<file path="src/rtl/ipi_cmd_pkg.sv">
package ipi_cmd_pkg;

  // Register addresses
  typedef enum logic [1:0] {
    SEL_CMD  = 2'd0,
    SEL_DEST = 2'd1,
    SEL_WIDE = 2'd2,
    SEL_ERR  = 2'd3
  } reg_sel_e;

  // Command word field positions (consumed by the message formatter)
  localparam int VEC_LSB   = 0;
  localparam int VEC_W     = 8;
  localparam int MODE_LSB  = 8;
  localparam int MODE_W    = 3;
  localparam int STAT_BIT  = 12;
  localparam int LVL_BIT   = 14;
  localparam int SH_LSB    = 18;
  localparam int SH_W      = 2;

endpackage

</file>
<file path="src/rtl/ipi_cmd_regs.sv">
module ipi_cmd_regs
  import ipi_cmd_pkg::*;
#(
  parameter int CMD_W      = 32,
  parameter int LEG_DEST_W = 8
) (
  input  logic                 clk,
  input  logic                 rst_n,
  input  logic                 ext_mode_i,
  input  logic                 wr_i,
  input  logic [1:0]           addr_i,
  input  logic [2*CMD_W-1:0]   wdata_i,
  input  logic                 busy_i,
  output logic [CMD_W-1:0]     cmd_q,
  output logic [CMD_W-1:0]     dest_q,
  output logic                 err_q,
  output logic                 launch_o,
  output logic [CMD_W-1:0]     launch_cmd_o,
  output logic [CMD_W-1:0]     launch_dest_o
);

  localparam int DATA_W  = 2 * CMD_W;
  localparam int LEG_LSB = CMD_W - LEG_DEST_W;

  logic wr_leg_cmd, wr_leg_dest, wr_wide, wr_err_clr;
  logic trigger, collide;
  logic cmd_en, dest_en, err_en;
  logic [CMD_W-1:0] cmd_d, dest_d;
  logic err_d;

  // Decode
  always_comb begin
    wr_leg_cmd  = wr_i && !ext_mode_i && (addr_i == SEL_CMD);
    wr_leg_dest = wr_i && !ext_mode_i && (addr_i == SEL_DEST);
    wr_wide     = wr_i &&  ext_mode_i && (addr_i == SEL_WIDE);
    wr_err_clr  = wr_i && (addr_i == SEL_ERR) && wdata_i[0];
    trigger     = wr_leg_cmd || wr_wide;
    collide     = trigger && busy_i;
    launch_o    = trigger && !busy_i;
  end

  // Next state
  always_comb begin
    cmd_en = launch_o;
    cmd_d  = wdata_i[CMD_W-1:0];
    cmd_d[STAT_BIT] = 1'b0;

    dest_en = wr_leg_dest || (wr_wide && !busy_i);
    dest_d  = wr_wide ? wdata_i[DATA_W-1:CMD_W] : wdata_i[CMD_W-1:0];

    err_en = collide || wr_err_clr;
    err_d  = collide;

    launch_cmd_o  = wdata_i[CMD_W-1:0];
    launch_dest_o = wr_wide ? wdata_i[DATA_W-1:CMD_W]
                            : {{LEG_LSB{1'b0}}, dest_q[CMD_W-1:LEG_LSB]};
  end

  // Registers
  always_ff @(posedge clk or negedge rst_n) begin
    if (!rst_n) begin
      cmd_q  <= '0;
      dest_q <= '0;
      err_q  <= 1'b0;
    end else begin
      if (cmd_en)  cmd_q  <= cmd_d;
      if (dest_en) dest_q <= dest_d;
      if (err_en)  err_q  <= err_d;
    end
  end

  AST_COLLIDE_FLAGS: assert property (@(posedge clk) disable iff (!rst_n)
    (trigger && busy_i) |=> err_q);
  AST_COLLIDE_KEEPS_CMD: assert property (@(posedge clk) disable iff (!rst_n)
    (trigger && busy_i) |=> ($stable(cmd_q) && $stable(dest_q)));
  AST_SPLIT_BLOCKED: assert property (@(posedge clk) disable iff (!rst_n)
    (wr_i && ext_mode_i && (addr_i == SEL_CMD || addr_i == SEL_DEST))
      |=> ($stable(cmd_q) && $stable(dest_q)));

endmodule

</file>
<file path="src/rtl/ipi_msg_out.sv">
module ipi_msg_out
  import ipi_cmd_pkg::*;
#(
  parameter int CMD_W = 32
) (
  input  logic               clk,
  input  logic               rst_n,
  input  logic               launch_i,
  input  logic [CMD_W-1:0]   cmd_i,
  input  logic [CMD_W-1:0]   dest_i,
  input  logic               ready_i,
  output logic               valid_o,
  output logic [CMD_W-1:0]   dest_o,
  output logic [SH_W-1:0]    shorthand_o,
  output logic [MODE_W-1:0]  mode_o,
  output logic               level_o,
  output logic [VEC_W-1:0]   vector_o
);

  logic valid_d, valid_en, fld_en;

  always_comb begin
    fld_en   = launch_i;
    valid_en = launch_i || (valid_o && ready_i);
    valid_d  = launch_i;
  end

  always_ff @(posedge clk or negedge rst_n) begin
    if (!rst_n) begin
      valid_o <= 1'b0;
    end else if (valid_en) begin
      valid_o <= valid_d;
    end
  end

  always_ff @(posedge clk or negedge rst_n) begin
    if (!rst_n) begin
      dest_o      <= '0;
      shorthand_o <= '0;
      mode_o      <= '0;
      level_o     <= 1'b0;
      vector_o    <= '0;
    end else if (fld_en) begin
      dest_o      <= dest_i;
      shorthand_o <= cmd_i[SH_LSB +: SH_W];
      mode_o      <= cmd_i[MODE_LSB +: MODE_W];
      level_o     <= cmd_i[LVL_BIT];
      vector_o    <= cmd_i[VEC_LSB +: VEC_W];
    end
  end

  AST_HOLD_WHILE_STALLED: assert property (@(posedge clk) disable iff (!rst_n)
    (valid_o && !ready_i) |=> (valid_o && $stable(dest_o) && $stable(mode_o)
      && $stable(vector_o) && $stable(shorthand_o) && $stable(level_o)));
  AST_ACCEPT_DROPS: assert property (@(posedge clk) disable iff (!rst_n)
    (valid_o && ready_i) |=> !valid_o);

endmodule

</file>
<file path="src/rtl/ipi_cmd_unit.sv">
module ipi_cmd_unit
  import ipi_cmd_pkg::*;
#(
  parameter int CMD_W      = 32,
  parameter int LEG_DEST_W = 8
) (
  input  logic                clk,
  input  logic                rst_n,
  input  logic                ext_mode_i,
  input  logic                reg_wr_i,
  input  logic [1:0]          reg_addr_i,
  input  logic [2*CMD_W-1:0]  reg_wdata_i,
  output logic [2*CMD_W-1:0]  reg_rdata_o,
  output logic                msg_valid_o,
  input  logic                msg_ready_i,
  output logic [CMD_W-1:0]    msg_dest_o,
  output logic [SH_W-1:0]     msg_shorthand_o,
  output logic [MODE_W-1:0]   msg_mode_o,
  output logic                msg_level_o,
  output logic [VEC_W-1:0]    msg_vector_o
);

  localparam int LEG_LSB = CMD_W - LEG_DEST_W;

  logic [CMD_W-1:0] cmd_q, dest_q, launch_cmd, launch_dest, cmd_view;
  logic err_q, launch;

  ipi_cmd_regs #(.CMD_W(CMD_W), .LEG_DEST_W(LEG_DEST_W)) u_regs (
    .clk          (clk),
    .rst_n        (rst_n),
    .ext_mode_i   (ext_mode_i),
    .wr_i         (reg_wr_i),
    .addr_i       (reg_addr_i),
    .wdata_i      (reg_wdata_i),
    .busy_i       (msg_valid_o),
    .cmd_q        (cmd_q),
    .dest_q       (dest_q),
    .err_q        (err_q),
    .launch_o     (launch),
    .launch_cmd_o (launch_cmd),
    .launch_dest_o(launch_dest)
  );

  ipi_msg_out #(.CMD_W(CMD_W)) u_msg (
    .clk        (clk),
    .rst_n      (rst_n),
    .launch_i   (launch),
    .cmd_i      (launch_cmd),
    .dest_i     (launch_dest),
    .ready_i    (msg_ready_i),
    .valid_o    (msg_valid_o),
    .dest_o     (msg_dest_o),
    .shorthand_o(msg_shorthand_o),
    .mode_o     (msg_mode_o),
    .level_o    (msg_level_o),
    .vector_o   (msg_vector_o)
  );

  // Read view: live pending status merged into the command word
  always_comb begin
    cmd_view = cmd_q;
    cmd_view[STAT_BIT] = msg_valid_o;
    case (reg_addr_i)
      SEL_CMD:  reg_rdata_o = {{CMD_W{1'b0}}, cmd_view};
      SEL_DEST: reg_rdata_o = {{CMD_W{1'b0}}, dest_q};
      SEL_WIDE: reg_rdata_o = {dest_q, cmd_view};
      default:  reg_rdata_o = {{(2*CMD_W-1){1'b0}}, err_q};
    endcase
  end

  AST_LEG_DEST_NARROW: assert property (@(posedge clk) disable iff (!rst_n)
    ($rose(msg_valid_o) && !$past(ext_mode_i))
      |-> (msg_dest_o[CMD_W-1:LEG_DEST_W] == '0));
  AST_NO_LAUNCH_WHILE_PENDING: assert property (@(posedge clk) disable iff (!rst_n)
    (msg_valid_o && !msg_ready_i) |=> $stable(cmd_q));
  // Local name only, avoids an unused-parameter warning on LEG_LSB.
  logic unused_lsb;
  assign unused_lsb = (LEG_LSB == 0);

endmodule

</file>
<file path="config.mk">
export PLATFORM = sky130hd
export DESIGN_NAME = ipi_cmd_unit
export DESIGN_NICKNAME = d
export VERILOG_FILES = /design/src/rtl/ipi_cmd_pkg.sv /design/src/rtl/ipi_cmd_regs.sv /design/src/rtl/ipi_msg_out.sv /design/src/rtl/ipi_cmd_unit.sv
export SDC_FILE = /design/constraint.sdc
export NUM_CORES = 1
export LEC_CHECK = 0
export BUFFER_PORTS_ARGS = -buffer_cell sky130_fd_sc_hd__buf_2
export CAP_MARGIN = 10
export CORE_ASPECT_RATIO = 1.2
export CORE_MARGIN = 1.5
export CORE_UTILIZATION = 40
export DETAILED_ROUTE_END_ITERATION = 7
export PLACE_DENSITY_LB_ADDON = 0.08
export SYNTH_ARGS = -nofsm -noshare
export SYNTH_HDL_FRONTEND = slang
export SYNTH_SLANG_ARGS = --single-unit
</file>
<file path="constraint.sdc">
create_clock -name clk -period 1.6 [get_ports clk]
set_input_delay 0.24 -clock clk [delete_from_list [all_inputs] [get_ports clk]]
set_output_delay 0.24 -clock clk [all_outputs]
set_load 0.05 [all_outputs]
</file>
# == Yosys cells after proc, flatten, opt, wreduce, memory -nomap -nowiden ==
# Index checks and enable logic that the tools add are counted.
# totals
elab_cells,33
out_inout_bits,111
reg_bits,111
# op_classes
eq_ne,3
muxes,3
reduce_logical,18
# ops
op,count
64-bit one-hot mux with 3 select lines,1
32-bit two-way mux,2
1-bit logical AND,11
2-bit == test (second input constant),2
1-bit logical OR,4
2-bit by 1-bit == test with 1-bit output (second input constant),1
1-bit logical NOT,2
2-bit logical NOT,1

# == Longest topological paths before layout ==
# depth
ltp_word,6
ltp_mapped,6
depth_no_buf,3

# == Hierarchy ==
# A second synthesis with hierarchy kept.
# unflattened
hier_cells,443
area_unflattened_um2,6202.2
# modules_own_cells
mod,cells_each,instances,area_each_um2
ipi_cmd_regs,265,1,3749.8
ipi_msg_out,100,1,1864.3
ipi_cmd_unit,78,1,588.1

# == Worst setup path after synthesis ==
# No wires, ideal clock.
# synth_path
path_type,flip-flop to output port
start,reg u_msg.valid_o
end,out reg_rdata_o[12]
path_buffers,0
slack_ns,-0.549
stages_incl_launch_ff,3
t_arrival_ns,1.909
cell_sequence,dfrtp_1 > inv_1 > o21ai_0
# synth_between
elab_chain_len,1
# synth_rtl
element,line,source
start: declaration,ipi_msg_out.sv:12,"output logic valid_o,"
start signal: assignment,ipi_msg_out.sv:32,valid_o <= valid_d;
64-bit one-hot mux with 3 select lines,ipi_cmd_unit.sv:63,case (reg_addr_i)
end: declaration,ipi_cmd_unit.sv:13,"output logic [2*CMD_W-1:0] reg_rdata_o,"
# Every way passes these cells.

# == Final worst setup path ==
# layout_path
start,reg u_msg.valid_o
end,reg u_msg.mode_o[0]
# layout_between
elab_chain_len,2
# layout_rtl
element,line,source
1-bit logical NOT,ipi_cmd_regs.sv:39,launch_o = trigger && !busy_i;
1-bit logical AND,ipi_cmd_regs.sv:39,
end signal: assignment,ipi_msg_out.sv:46,mode_o <= cmd_i[MODE_LSB +: MODE_W];
end: declaration,ipi_msg_out.sv:15,"output logic [MODE_W-1:0] mode_o,"
# Every way passes these cells.
# A chain may end at the register's enable or synchronous reset.

==> results.tsv <==
metric	value	unit
CTS max path bufs	2	
Clk Tree Root Cell	clkbuf_16	
register area	2430	um^2
IO buf count	181	
initial core utilization	41.0	%
pwr/cell area	1470	nW/um^2
post-layout util	56.3	%
Slew Limit Fails	0	
first-pass GRT wire length	21400	um
Final TNS setup	-330	ps
gr ovfl total	0	
ANT cells	0	
Arrival @ worst endpoint	1860	ps
Reg clk slew, reported paths	60	ps
drt pass-1 iters	4	
Worst Slack Setup Final	-29.9	ps
Non-Filler Instances	770	
ys async rst share	100	%
wire per inst	18.2	um
Crit Reg-Reg Startpoint	u_msg.valid_o$_DFFE_PN0P_	
Rows	44	
Synth Net Count	487	
gr usage total	21.3	%
IO Pins	182	
clock sinks	97	
final total power	10.0	mW
Inst Count DP	747	
gpl congestion	0.797	
largest cells by area after synthesis	dfrtp_1 49%, mux2_2 22%, mux2_4 4.6%	
Post-DP Area	6170	um^2
Multi-input gate area	2270	um^2
Max Clk Rate	614	MHz
#FFs+latches synth	97	
DRT Wirelength	14000	um
CP Class	register to register	
sequential fraction of the synthesis area	49.1	%
Cells on Worst Hold Path	2	
Worst Setup End Kind	register	
Lkg Pwr	3.41	nW
number of synthesized flops with an enable pin	0	
Yosys warnings	0	
total core area	12100	um^2
top_reg_cell synth	dfrtp_1	
die outline width	104	um
final hold vios	0	
Slew headroom	74.4	%
DRT iter0 DRCs	103	
register-to-register setup slack	-30	ps
Finished Cell Area	6790	um^2
worst slack, placed	-206	ps
final clock skew	6.85	ps
HP Start	msg_ready_i	
measured slew at the worst slew-check pin	384	ps
Vias/cell	4.90	
proportion of layout cells with a drive suffix above 1	57.6	%
CTS tree	built	
# DRC	0	
total number of vias	3774	
Max Fanout on Critical Path	12	
Hold Path Sink	u_msg.valid_o$_DFFE_PN0P_	
failing checks	setup timing	
Synth-to-Final Area Change	37.5	%
outcome	finished with violations	
Hold WS	80.1	ps
most frequent cell after synthesis	dfrtp_1	
Synth top area share	49.1	%
Final min period	1630	ps
depth of the most critical reg-to-reg path	3	
CTS Buf Count	9	
Post-DP HPWL	9430	um
Post-synth top cells	97 x dfrtp_1, 96 x mux2_2, 32 x and2_1, 32 x inv_1, 32 x o21ai_0	
remaining antenna violation count after routing	0	
vias in the first global route	3801	
Die Area	13000	um^2
VDD IR max	716	uV
Fillers	1065	
CP Launch Type	register	
Final period util	102	%
cells after synthesis	416	
worst hold path class	input port to register	
Die H	125	um
Skew-Pair Late Insertion Delay	340	ps
# H-tree levels	3	
Layout Nets	675	
cell taking the most area after synthesis	dfrtp_1	
Syn Area/Cell	11.9	um^2
Worst R2R End	u_msg.mode_o[0]$_DFFE_PN0P_	
initial antenna violation count	0	
worst path required time	1830	ps
Setup Viol. Count Final	26	
Netlist cell types	27	
RSZ-0062 raised after global routing	true	
max-cap viol count	0	
Mapped Area	4940	um^2
largest net degree at the start of global routing	33	
==> cell families (layout without fill, tap and decap cells) <==
| kind of cell | Yosys count | in the layout | synth area share, % |
|---|---|---|---|
| AO/OA/AOI/OAI | 59 | 59 | 7.95 |
| XOR/XNOR | 1 | 1 | 0.177 |
| buffers and inverters | 73 | 266 | 7.47 |
| flip-flops | 97 | 97 | 49.1 |
| multiplexers | 112 | 112 | 26.6 |
| AND/OR/NAND/NOR | 74 | 74 | 8.61 |
==> flip-flops by register name, indices dropped and copies added, names as in the netlist <==
register / cells
u_msg.valid_o: 1
u_msg.dest_o: 32
u_regs.dest_q: 32
u_regs.err_q: 1
u_regs.cmd_q: 21
u_msg.vector_o: 7
u_msg.shorthand_o: 1
u_msg.mode_o: 2
==> cells in the final DEF, fill, tap and decap left out, types with 2 or more instances in the layout <==
cell type / n
o21ai_2: 2
and2_1: 32
inv_1: 32
buf_12: 7
dfrtp_1: 96
o21ai_0: 16
buf_6: 6
clkbuf_1: 4
nand3b_1: 8
buf_2: 130
buf_4: 44
o21ai_1: 14
clkbuf_16: 10
mux2_2: 80
clkbuf_4: 25
mux2_4: 31
nor2b_4: 2
a22o_1: 24
buf_8: 3
nand2_1: 24
==> critical path: stages (launching register included) <==
cell and delay, ps:
dfrtp_2 420, or4_4 580, buf_4 230, mux2_4 300
==> cell type report <==
class                           instances  area share (%)
Sequential cell                        97            35.8
Clock inverter                          2           0.553
Tap cell                              161            2.97
Clock buffer                           14            3.74
Multi-Input combinational cell        246            33.4
Timing Repair Buffer                  218            21.8
Inverter                               32            1.77
==> worst max path at each step <==
stage	from	endpoint	slack, ps	cells past startpoint
floorplan	reg_addr_i[0]	reg_rdata_o[4]	-350	3
detailed placement	reg_addr_i[1]	u_regs.cmd_q[16]$_DFFE_PN0P_	-210	5
global placement	reg_addr_i[1]	u_regs.cmd_q[22]$_DFFE_PN0P_	-190	5
CTS	u_msg.valid_o$_DFFE_PN0P_	u_regs.dest_q[1]$_DFFE_PN0P_	-20	5
finish	u_msg.valid_o$_DFFE_PN0P_	u_msg.mode_o[0]$_DFFE_PN0P_	-30	3
global route	u_msg.valid_o$_DFFE_PN0P_	u_regs.dest_q[1]$_DFFE_PN0P_	-70	5
==> routing by layer <==
metal  part of all wire [%]  GRT usage [%]
met5                      0              0
met4                    1.2           7.43
met3                    5.2           3.82
met2                     47           33.4
met1                     47           29.7
==> timing repair <==
action                                 CTS  global route
hold buffers                             1             0
buffers inserted                         0             3
cloned                                   1             2
endpoints found under the hold margin   15             0
setup endpoints to repair              141           119
resized for setup                       19            81
==> power by group <==
| part | internal (mW) | switching [mW] | total [mW] |
|---|---|---|---|
| sequential | 3.11 | 0.432 | 3.54 |
| clock | 1.26 | 0.906 | 2.17 |
| combinational | 1.48 | 2.83 | 4.31 |
Power figures use the tool's default switching activity.
